**src/rtl/dstep_pkg.sv**
```systemverilog
package dstep_pkg;
  typedef enum logic [1:0] {
    MODE_FULL  = 2'b00,
    MODE_TEN   = 2'b01,
    MODE_EIGHT = 2'b10,
    MODE_RSVD  = 2'b11
  } step_mode_e;
endpackage

```
**src/rtl/dstep_deglitch.sv**
```systemverilog
module dstep_deglitch #(
  parameter int SAMPLES = 4,
  localparam int CW = $clog2(SAMPLES + 1)
) (
  input  logic clk,
  input  logic rst_n,
  input  logic raw,
  output logic level,
  output logic fall
);
  logic          s1_q, s2_q, prev_q;
  logic [CW-1:0] cnt_q;

  always_ff @(posedge clk or negedge rst_n) begin
    if (!rst_n) begin
      s1_q   <= 1'b0;
      s2_q   <= 1'b0;
      level  <= 1'b0;
      prev_q <= 1'b0;
      cnt_q  <= '0;
    end else begin
      s1_q   <= raw;
      s2_q   <= s1_q;
      prev_q <= level;
      if (s2_q != level) begin
        if (cnt_q == CW'(SAMPLES - 1)) begin
          level <= s2_q;
          cnt_q <= '0;
        end else begin
          cnt_q <= cnt_q + 1'b1;
        end
      end else begin
        cnt_q <= '0;
      end
    end
  end

  assign fall = prev_q & ~level;

  // the filtered level moves only after a full run of differing samples
  a_r8_full_window: assert property (@(posedge clk) disable iff (!rst_n)
    (level != $past(level)) |-> ($past(cnt_q) == CW'(SAMPLES - 1)));
endmodule

```
**src/rtl/dstep_stepper.sv**
```systemverilog
module dstep_stepper
  import dstep_pkg::*;
#(
  parameter int W = 12
) (
  input  logic [W-1:0] code,
  input  step_mode_e   mode,
  input  logic         inc,
  input  logic         dec,
  output logic [W-1:0] nxt,
  output logic [W-1:0] hi_mask,
  output logic         at_max,
  output logic         at_min
);
  logic [2:0]   shift;
  logic [W-1:0] unit;

  always_comb begin
    unique case (mode)
      MODE_TEN:   shift = 3'd2;
      MODE_EIGHT: shift = 3'd4;
      default:    shift = 3'd0;
    endcase
    unit    = W'(1) << shift;
    hi_mask = ~(unit - W'(1));
    at_max  = (code & hi_mask) == hi_mask;
    at_min  = (code & hi_mask) == '0;
    nxt     = code;
    if (inc && !at_max)      nxt = code + unit;
    else if (dec && !at_min) nxt = code - unit;
  end
endmodule

```
**src/rtl/dac_step_counter.sv**
```systemverilog
module dac_step_counter
  import dstep_pkg::*;
#(
  parameter int W        = 12,
  parameter int FILT_LEN = 4
) (
  input  logic         clk,
  input  logic         rst_n,
  input  logic         clr,
  input  logic         pwr_ready,
  input  logic         bus_sel_n,
  input  logic         inc_pin,
  input  logic         dec_pin,
  input  logic [1:0]   step_mode,
  input  logic         load_en,
  input  logic [W-1:0] load_data,
  output logic [W-1:0] dac_code
);
  logic       inc_lvl, inc_fall, dec_lvl, dec_fall;
  logic       allow, inc_go, dec_go, at_max, at_min;
  logic       kill;
  logic [W-1:0] nxt, hi_mask;
  step_mode_e mode;

  assign mode = step_mode_e'(step_mode);
  assign kill = ~rst_n | (clr & pwr_ready);

  dstep_deglitch #(.SAMPLES(FILT_LEN)) u_inc_filt (
    .clk(clk), .rst_n(rst_n), .raw(inc_pin), .level(inc_lvl), .fall(inc_fall));
  dstep_deglitch #(.SAMPLES(FILT_LEN)) u_dec_filt (
    .clk(clk), .rst_n(rst_n), .raw(dec_pin), .level(dec_lvl), .fall(dec_fall));

  assign allow  = bus_sel_n & pwr_ready & (mode != MODE_RSVD);
  assign inc_go = allow & inc_fall & ~dec_lvl & ~dec_fall;
  assign dec_go = allow & dec_fall & ~inc_lvl & ~inc_fall;

  dstep_stepper #(.W(W)) u_step (
    .code(dac_code), .mode(mode), .inc(inc_go), .dec(dec_go),
    .nxt(nxt), .hi_mask(hi_mask), .at_max(at_max), .at_min(at_min));

  always_ff @(posedge clk or posedge kill) begin
    if (kill)         dac_code <= '0;
    else if (load_en) dac_code <= load_data;
    else              dac_code <= nxt;
  end

  // with stepping blocked and no load the code holds
  a_r2_gated_hold: assert property (@(posedge clk) disable iff (kill)
    (!allow && !load_en) |=> $stable(dac_code));
  // bits below the selected field are untouched by a step
  a_r4_low_kept: assert property (@(posedge clk) disable iff (kill)
    !load_en |=> ((dac_code & ~$past(hi_mask)) == ($past(dac_code) & ~$past(hi_mask))));
  // no step past the top or bottom of the field
  a_r6_no_overflow: assert property (@(posedge clk) disable iff (kill)
    (!load_en && inc_go && at_max) |=> $stable(dac_code));
  a_r6_no_underflow: assert property (@(posedge clk) disable iff (kill)
    (!load_en && dec_go && at_min) |=> $stable(dac_code));
  // a load lands on the next edge
  a_r9_load: assert property (@(posedge clk) disable iff (kill)
    load_en |=> (dac_code == $past(load_data)));
  // clear while ready forces zero
  a_r7_clear: assert property (@(posedge clk) disable iff (!rst_n)
    (clr && pwr_ready) |-> (dac_code == '0));
endmodule

```
**config.mk**
```make
export PLATFORM = sky130hd
export DESIGN_NAME = dac_step_counter
export DESIGN_NICKNAME = d
export VERILOG_FILES = /design/src/rtl/dstep_pkg.sv /design/src/rtl/dstep_deglitch.sv /design/src/rtl/dstep_stepper.sv /design/src/rtl/dac_step_counter.sv
export SDC_FILE = /design/constraint.sdc
export NUM_CORES = 1
export LEC_CHECK = 0
export BUFFER_PORTS_ARGS = -buffer_cell sky130_fd_sc_hd__buf_2
export CORE_ASPECT_RATIO = 1.4
export CORE_MARGIN = 2
export CORE_UTILIZATION = 55
export DETAILED_ROUTE_END_ITERATION = 10
export HOLD_SLACK_MARGIN = 0.02
export PLACE_DENSITY_LB_ADDON = 0.1
export SLEW_MARGIN = 5
export SYNTH_ARGS = -nofsm -noshare
export SYNTH_HDL_FRONTEND = slang
export SYNTH_SLANG_ARGS = --single-unit
```
**constraint.sdc**
```tcl
create_clock -name clk -period 8.3 [get_ports clk]
set_clock_uncertainty 0.05 [all_clocks]
set_input_delay 0.83 -clock clk [delete_from_list [all_inputs] [get_ports clk]]
set_output_delay 0.83 -clock clk [all_outputs]
set_load 0.005 [all_outputs]
```
[Yosys cells after proc, flatten, opt, wreduce, memory -nomap -nowiden]
Index checks and enable logic that the tools add are counted.
Storage, ports and cells
  bits of input ports: 22
  output and inout bits: 12
  bits in registers: 26
  bits in read-only memories: 0
  word-level logic and storage cells: 60
  latch bits: 0
  memories kept: 0
  RAM bits: 0
Operators by class
  div/mod/pow operators: 0
  add/sub/neg operators: 5
  reductions and logical operators: 8
  magnitude comparators: 0
  bitwise gates (word level): 19
  equal/unequal tests: 8
  muxes and demuxes: 8
  shifts and indexed selects: 1
  $mul: 0
Operator list (count)
  $mux W12: 3
  $add A12 B12 Y12: 1
  $and A12 B12 Y12: 1
  $eq A12 B12 Y1: 1
  $logic_not A12 Y1: 1
  $mux W3: 4
  $not A12 Y12: 1
  $shl A1 B3 Y12 const A: 1
  $sub A12 B1 Y12 const B: 1
  $sub A12 B12 Y12: 1
  $and A1 B1 Y1: 11
  $add A3 B1 Y3 const B: 2
  $eq A3 B2 Y1 const B: 2
  $pmux W3 S2: 1
  $not A1 Y1: 5
  $reduce_and A2 Y1: 2
  $reduce_bool A3 Y1: 1
  $eq A2 B1 Y1 const B: 1
  $eq A2 B2 Y1 const B: 1
  $logic_and A1 B1 Y1: 2
  $logic_not A1 Y1: 2
  $ne A1 B1 Y1: 2
  $ne A2 B2 Y1 const B: 1
  $or A1 B1 Y1: 1

[Depth between registers and ports, before layout]
Gate-level depths: netlist (run 1).
  depth after elaboration: 12
  depth in mapped cells: 15
  gate-level depth less buffers: 15

[Cells and area by module]
Synthesis (run 1) repeated with hierarchy kept, for this count alone.
Unflattened totals
  cell total of the unflattened synthesis: 188
  area total of the unflattened synthesis: 1923.1 sq um
Modules (own cells, without submodules)
  dstep_stepper: area an instance 874.6 sq um, times used 1, cells an instance 127, seq. area each 0.0 sq um
  dac_step_counter: area an instance 538.0 sq um, times used 1, cells an instance 31, seq. area each 300.3 sq um
  dstep_deglitch: area an instance 255.2 sq um, times used 2, cells an instance 15, seq. area each 175.2 sq um

[Least setup slack after synthesis (run 1)]
OpenSTA, ideal clock, no wires.
  path kind: input-to-reg
  start: input port step_mode[0]
  end: register dac_code[11]
  data required time: 8160 ps
  buffers on the path: 0
  path slack: 4507 ps
  stages: 15
  arrival time: 3653 ps
  library setup time: 90 ps
  cells stage by stage: inv_1 ha_1 ha_1 nand3b_1 o311a_4 inv_1 nand2_1 inv_1 ha_1 a211oi_1 o21bai_1 o21ai_0 a21oi_1 or3_1 o2111ai_1
On the way
  longest elaborated chain between the ends: 11
  elaborated cells on any way between the ends: 27
  those cells by class: add/sub (3); eq/ne (4); shift (1); mux (4); bitwise (9); reduce/logical (6)
Ends and longest elaborated chain
  from (decl): line dac_step_counter.sv:14  | input logic [1:0] step_mode,
  $eq A2 B2 Y1 / $eq A2 B1 Y1 (equally long branches): line dstep_stepper.sv:19  | unique case (mode)
  $pmux W3 S2: line dstep_stepper.sv:19
  $shl A1 B3 Y12: line dstep_stepper.sv:24  | unit = W'(1) << shift;
  $sub A12 B1 Y12: line dstep_stepper.sv:25  | hi_mask = ~(unit - W'(1));
  $not A12 Y12: line dstep_stepper.sv:25
  $and A12 B12 Y12: line dstep_stepper.sv:26, dstep_stepper.sv:27
  $eq A12 B12 Y1: line dstep_stepper.sv:26  | at_max = (code & hi_mask) == hi_mask;
  $logic_not A1 Y1: line dstep_stepper.sv:29  | if (inc && !at_max) nxt = code + unit;
  $logic_and A1 B1 Y1: line dstep_stepper.sv:29
  $mux W12: line dstep_stepper.sv:29
  $mux W12: line dac_step_counter.sv:43  | else if (load_en) dac_code <= load_data;
  to (signal assigned): line dac_step_counter.sv:43
  to (signal assigned): line dac_step_counter.sv:44  | else dac_code <= nxt;
  to (decl): line dac_step_counter.sv:17  | output logic [W-1:0] dac_code
Several ways; a longest one is shown, not always the timed one. The select of a mux whose other input is x is not followed.
A chain may end at the register's enable or synchronous reset.

[Final worst setup path (run 1)]
Same ends and word-level chain as after synthesis.

==> reports/metrics.cfg, run 1 <==
[outcome]
status = completed

[sta]
whs_ns = 0.3098
tightest_slew_ns = 0.4353
max_freq_ghz = 0.2412
setup_violations = 0
slew_headroom_pct = 70.67
hold_viol = 0
setup-tns-final_ns = 0
finalCriticalPeriod_ns = 4.146
rsz0062_at_grt = no
slew_violations = 0
fin_crit_sh_pct = 49.95
setup_slack_ns = 4.154

[setup_path]
crit_type = in2reg
cp_slowest_stage_delay_ns = 0.41
cpMaxStageDelayCell = o311a_4
start_kind = input port
crit_path_end_kind = register
crit_chain = buf_2, inv_1, ha_1, ha_1, nand3b_1, o311a_4, inv_1, nand2_1, inv_1, ha_1, a211oi_1, o21bai_1, o21ai_0, a21oi_1, or3_1, o2111ai_1
crit_required_ns = 8.44
worstPathArrival_ns = 4.28
worstPathMaxFanout = 8

[route]
drt_iter0_drc = 52
ant_nets = 0
wl_um = 3858
drc_errors = 0
dr_total_vias = 1534
post_drt_wl_per_cell_um = 14.67
vias_per_cell = 5.833
first_pass_iters = 4

[die]
dieArea_um2 = 3649
dieWidth_um = 51.63
start_util_pct = 57.03
die_h_um = 70.68
fp.coreArea_um2 = 3063
rows = 24
ioPinCount = 34

[cells_and_area]
seqCellArea_um2 = 650.6
multiInputGateArea_um2 = 1027
antenna_cells = 0
final_area_um2 = 1989
final_util_pct = 64.95
fillCellCount = 275
area_delta_synth_final_pct = 13.90
final_cell_mix = buf_2, dfrtp_1, a21oi_1
layout-drive-gt1-share_pct = 18.75
layout_commonest_cell = buf_2
layout.nets = 267
final_cells = 263

[synthesis]
ys_types = 44
synth_nets = 231
ys_warn_count = 0
synth.cell_area_um2 = 1747
synth_area_per_cell_um2 = 9.193
synthArstFlopShare_pct = 100.0
synth-seq-cells = 26
synthCells = 190
ys.flop_type = dfrtp_1
synth_edf_count = 0
ys_seq_area_share_pct = 37.25

[cts]
htree_levels = 1
clkTransAtPathRegs_ns = 0.08
postCtsSetupBuffers = 0
cts_tree = yes
root_buffer = clkbuf_8
cts_hold_buffers = 0
numCtsBuffers = 3
cts_resized = 0
clock-sinks = 26
clk_latency_ns = 0.27
clk_path_buf_depth = 2

[placed_design]
portBuffers = 33
place_ws_ns = 3.921
dp.cells = 260
place_hpwl_um = 2994
placed_area_um2 = 1948
gp_congestion = 0.8594

[global_route]
grt_pass1_wl_um = 6513
grt_pass1_vias = 1539
grt_antenna_before_repair = 0
grt_overflow_total = 0
grt_start_max_net_pins = 22
grt_usage_pct = 23.20

[power_and_ir_drop]
powerDensity_nw_per_um2 = 293.0
finalPower_uw = 582.9
p_leak_nw = 0.9236
peakVddDrop_v = 0.0001955

[job]
max_cap_viol_count = 0

[hold_path]
worstHoldPathType = reg2reg

## critical path: cells and delay by family
family          cells  cell delay [ns]
buf+inv             4             0.40
simple gates        3             0.65
compound gates      6             1.59
fa+ha+maj           3             0.78
## power breakdown
group | total [mW] | switching, mW | internal [mW]
Combinational | 0.297 | 0.157 | 0.140
Clock | 0.0705 | 0.0379 | 0.0326
Sequential | 0.215 | 0.0480 | 0.167
## synthesized netlist by cell type, types with 2 or more instances
library cell	count	share of area, %
a211oi_1	4	1.7
a21boi_0	2	0.86
a21o_1	2	0.86
a21oi_1	22	6.3
dfrtp_1	26	37
ha_1	18	13
inv_1	12	2.6
mux2_2	2	1.3
mux2i_1	2	1.1
nand2_1	15	3.2
nor2_1	19	4.1
nor2b_1	6	2.1
nor3_1	4	1.1
nor3b_1	4	1.7
nor4_1	2	0.72
o2111ai_1	3	1.5
o211ai_1	2	0.86
o21a_1	3	1.3
o21ai_0	12	3.4
o21ai_1	2	0.57
xnor2_1	5	2.5
## cell type report
cell class / instances / share of cell area (%)
flip-flops and latches: 26 / 32.70
clock buffers: 3 / 2.075
repair buffers: 34 / 8.679
well taps: 39 / 2.453
multi-input cells: 148 / 51.64
inverters: 13 / 2.453
## path summary, 6_finish.rpt
kind	from	to	slack, ns	depth (start not counted)
hold reg to reg	u_inc_filt.s1_q$_DFF_PN0_	u_inc_filt.s2_q$_DFF_PN0_	0.31	0
hold / removal	u_inc_filt.s1_q$_DFF_PN0_	u_inc_filt.s2_q$_DFF_PN0_	0.31	0
min in group asynchronous	rst_n	u_dec_filt.level$_DFFE_PN0P_	0.38	1
setup reg to reg	dac_code[8]$_DFFE_PP0P_	dac_code[11]$_DFFE_PP0P_	4.76	13
max in group asynchronous	rst_n	dac_code[7]$_DFFE_PP0P_	7.18	3
setup / recovery	step_mode[0]	dac_code[11]$_DFFE_PP0P_	4.15	16
## per-layer routing
layer / vias to the layer above / part of all wire [%] / GRT usage [%]
met5: - / 0 / 0
met4: 0 / 1.3 / 9.649
met3: 5 / 4.1 / 2.954
met2: 45 / 54 / 41.60
met1: 734 / 41 / 27.21
li1: 750 / - / -
## cells by family after synthesis
family | Yosys count | synth area share [%]
AOI/OAI and AO/OA | 61 | 22.42
and+or+nand+nor | 57 | 16.26
DFF | 26 | 37.25
adders and majority gates | 19 | 14.04
buffers and inverters | 16 | 3.939
xor gates and xnor gates | 6 | 3.009
muxes | 5 | 3.080
## state kept, by name, indices dropped and copies added, names as in the netlist
signal and count:
dac_code 12, u_dec_filt.cnt_q 3, u_dec_filt.level 1, u_dec_filt.prev_q 1, u_dec_filt.s1_q 1, u_dec_filt.s2_q 1, u_inc_filt.cnt_q 3, u_inc_filt.level 1
u_inc_filt.prev_q 1, u_inc_filt.s1_q 1, u_inc_filt.s2_q 1
No activity file was read; power rests on OpenSTA's default activity.
==> inputs of run 2 (changes only) <==
--- a/config.mk
+++ b/config.mk
@@ -8,7 +8,7 @@
 export BUFFER_PORTS_ARGS = -buffer_cell sky130_fd_sc_hd__buf_2
 export CORE_ASPECT_RATIO = 1.4
 export CORE_MARGIN = 2
-export CORE_UTILIZATION = 55
+export CORE_UTILIZATION = 50
 export DETAILED_ROUTE_END_ITERATION = 10
 export HOLD_SLACK_MARGIN = 0.02
 export PLACE_DENSITY_LB_ADDON = 0.1
==> constraint.sdc (replaced) <==
create_clock -name clk -period 3.43 [get_ports clk]
set_clock_uncertainty 0.05 [all_clocks]
set_input_delay 0.343 -clock clk [delete_from_list [all_inputs] [get_ports clk]]
set_output_delay 0.343 -clock clk [all_outputs]
set_load 0.005 [all_outputs]
==> run 2 against run 1 <==
Against the previous run:
- die area up 9.3%
- highest routed layer unchanged
- largest power group unchanged
- cell area increased by 4.2%
- clock power rose to 2.8 times the previous value
- critical path depth stayed put
- global-route usage down 1.1 points
- sequential power up 140%
- clock-buffer cell count up 1
- first-iteration DRC count shrank 5.8%
- combinational power increased to 2.6 times the previous value
- sequential share of layout area decreased by 1.3 points
- final cell count up 3.8%
==> reports/metrics.cfg, run 2 (synthesis results as in run 1) <==
[cts]
clkTransAtPathRegs_ns = 0.09  ; was 0.08 ns
clk_path_buf_depth = 2  ; unchanged
numCtsBuffers = 3  ; unchanged
clk_latency_ns = 0.27  ; about the same
cts_tree = yes  ; unchanged
root_buffer = clkbuf_8  ; unchanged
htree_levels = 1  ; unchanged
clock-sinks = 26  ; unchanged

[power_and_ir_drop]
swShare_pct = 40.25  ; was 41.74%
pwr-share-comb_pct = 51.8  ; was 51.0%
finalPower_mw = 1.472  ; was 582.9 uW
p_int_uw = 879.4  ; was 339.6 uW
powerDensity_nw_per_um2 = 710.4  ; was 293.0 nW/um2
peakVddDrop_v = 0.0004596  ; was 0.0001955 V
p_leak_nw = 0.9697  ; was 0.9236 nW
power_frac_seq_pct = 34.8  ; was 36.9%
clkPwrFrac_pct = 13.4  ; was 12.1%
p_sw_uw = 592.5  ; was 243.3 uW

[setup_path]
cpLargestDelayFamily = compound AO/OA/AOI/OAI gates  ; unchanged
crit_path_end_kind = register  ; unchanged
cp_slowest_stage_delay_ns = 0.36  ; was 0.41 ns
crit_chain = buf_2, inv_1, ha_1, ha_1, nand3b_1, o311a_4, inv_1, nor2_1, a21oi_1, ha_1, nor2b_1, o31a_1, o21ai_0, o21ai_0, xor2_1, a31o_1  ; was buf_2, inv_1, ha_1, ha_1, nand3b_1, o311a_4, inv_1, nand2_1, inv_1, ha_1, a211oi_1, o21bai_1, o21ai_0, a21oi_1, or3_1, o2111ai_1
worstPathMaxFanout = 4  ; was 8
worstPathArrival_ns = 3.36  ; was 4.28 ns
start_kind = input port  ; unchanged
crit_type = in2reg  ; unchanged
crit_required_ns = 3.55  ; was 8.44 ns
cp_common_cell = ha_1
critPathBufInv = 3  ; was 4
cpMaxStageDelayCell = o311a_4  ; unchanged

[cells_and_area]
layout-drive-gt1-share_pct = 21.89  ; was 18.75%
final_cells = 273  ; was 263
final_area_um2 = 2072  ; was 1989 um2
reg.largest.list = dac_code (12), u_dec_filt.cnt_q (3), u_inc_filt.cnt_q (3)  ; unchanged
fillCellCount = 309  ; was 275
final_cell_mix = buf_2, dfrtp_1, a21oi_1  ; unchanged
antenna_cells = 0  ; unchanged
area_delta_synth_final_pct = 18.62  ; was 13.90%
top_register = dac_code  ; unchanged
layout.nets = 275  ; was 267
layout_commonest_cell = buf_2  ; unchanged
largest_reg_flops = 12  ; unchanged

[sta]
slew_violations = 0  ; unchanged
setup_slack_ns = 0.1909  ; was 4.154 ns
max_freq_ghz = 0.3087
setup_violations = 0  ; unchanged
slew_headroom_pct = 75.08  ; was 70.67%
tightest_slew_ns = 0.3644  ; was 0.4353 ns
hold_viol = 0  ; unchanged
fin_crit_sh_pct = 94.43
finalCriticalPeriod_ns = 3.239

[placed_design]
dp.cells = 268  ; was 260
place_hpwl_um = 3004  ; was 2994 um
placed_area_um2 = 2002  ; was 1948 um2
place_ws_ns = -0.05103  ; was 3.921 ns
portBuffers = 33  ; unchanged
gp_congestion = 0.9040  ; was 0.8594

[route]
ant_nets = 0  ; unchanged
drc_errors = 0  ; unchanged
wl_um = 3925  ; was 3858 um
first_pass_iters = 4  ; unchanged
post_drt_wl_per_cell_um = 14.38  ; was 14.67 um
drt_iter0_drc = 49  ; was 52
vias_per_cell = 5.568  ; was 5.833
dr_total_vias = 1520  ; was 1,534

[global_route]
grt_antenna_before_repair = 0  ; unchanged
grt_start_max_net_pins = 22  ; unchanged
grt_usage_pct = 22.11  ; was 23.20%
grt_pass1_vias = 1504  ; was 1,539
grt_pass1_wl_um = 6423  ; was 6513 um
grt_overflow_total = 0  ; unchanged

[die]
fp.coreArea_um2 = 3347  ; was 3063 um2
dieWidth_um = 53.95  ; was 51.63 um
rows = 25  ; was 24
ioPinCount = 34  ; unchanged
start_util_pct = 52.19  ; was 57.03%
dieArea_um2 = 3989  ; was 3649 um2
die_h_um = 73.94  ; was 70.68 um

[outcome]
status = completed  ; unchanged

[job]
max_cap_viol_count = 0  ; unchanged

[hold_path]
worstHoldPathType = in2async  ; was reg2reg

==> run 2: layout make-up <==
type | instances | area, um2 | area share (%)
tap | 40 | 50.05 | 2.415
clock buffer | 4 | 55.05 | 2.657
multi-input combinational | 148 | 1032 | 49.82
sequential | 26 | 650.6 | 31.40
inverter | 13 | 48.80 | 2.355
timing repair buffer | 42 | 235.2 | 11.35
==> run 2: through the flow <==
stage                     utilization [%]  hold WS (ns)   TNS, ns
final                               61.91        0.1103         0
after global routing                61.91        0.1078  -0.02829
after CTS                           61.76        0.1003         0
after detailed placement            59.81        0.1969  -0.08248
after global placement              59.81        0.1938  -0.05006
after floorplan                         -     -0.002591         0
==> run 2: worst register-to-register path, delay by kind of cell, from the launching register on <==
| family | cells | cell delay, ns |
|---|---|---|
| AO/OA/AOI/OAI | 6 | 1.42 |
| buffers and inverters | 2 | 0.16 |
| AND/OR/NAND/NOR | 3 | 0.39 |
| adder cells (fa/ha/maj) | 2 | 0.48 |
| XOR/XNOR | 1 | 0.16 |
| flip-flops | 1 | 0.39 |
==> run 2: path summary, 6_finish.rpt <==
kind | start | end | slack, ns | depth (start not counted)
setup / recovery | step_mode[0] | dac_code[10]$_DFFE_PP0P_ | 0.19 | 16
setup reg to reg | dac_code[0]$_DFFE_PP0P_ | dac_code[10]$_DFFE_PP0P_ | 0.29 | 14
hold reg to reg | u_inc_filt.s1_q$_DFF_PN0_ | u_inc_filt.s2_q$_DFF_PN0_ | 0.31 | 0
hold / removal | pwr_ready | dac_code[0]$_DFFE_PP0P_ | 0.11 | 3
max in group asynchronous | rst_n | dac_code[6]$_DFFE_PP0P_ | 2.24 | 4
min in group clk | dec_pin | u_dec_filt.s1_q$_DFF_PN0_ | 0.12 | 1
==> run 2: per-layer routing <==
layer  vias up  wire length (um)  part of all wire (%)  track usage [%]
li1        767                 -                     -                -
met4         0                80                   2.0            8.832
met3         7               134                   3.4            2.811
met1       714              1569                    40            24.31
met2        32              2141                    55            41.33
met5         -                 0                     0                0
==> run 2: power groups by stage <==
stage / Sequential, mW / Combinational (mW) / Clock [mW]
after floorplan: 0.495 / 0.534 / 0
after global placement: 0.513 / 0.727 / 0
after detailed placement: 0.520 / 0.750 / 0
after CTS: 0.514 / 0.754 / 0.207
after global routing: 0.528 / 0.859 / 0.221
final: 0.513 / 0.762 / 0.197
==> run 2: what timing repair did <==
action | in CTS | in global routing
hold endpoints to repair | 14 | 0
endpoints found under the setup margin | 0 | 2
hold buffers | 1 | 0
setup buffers | 0 | 0
resized for setup | 0 | 2
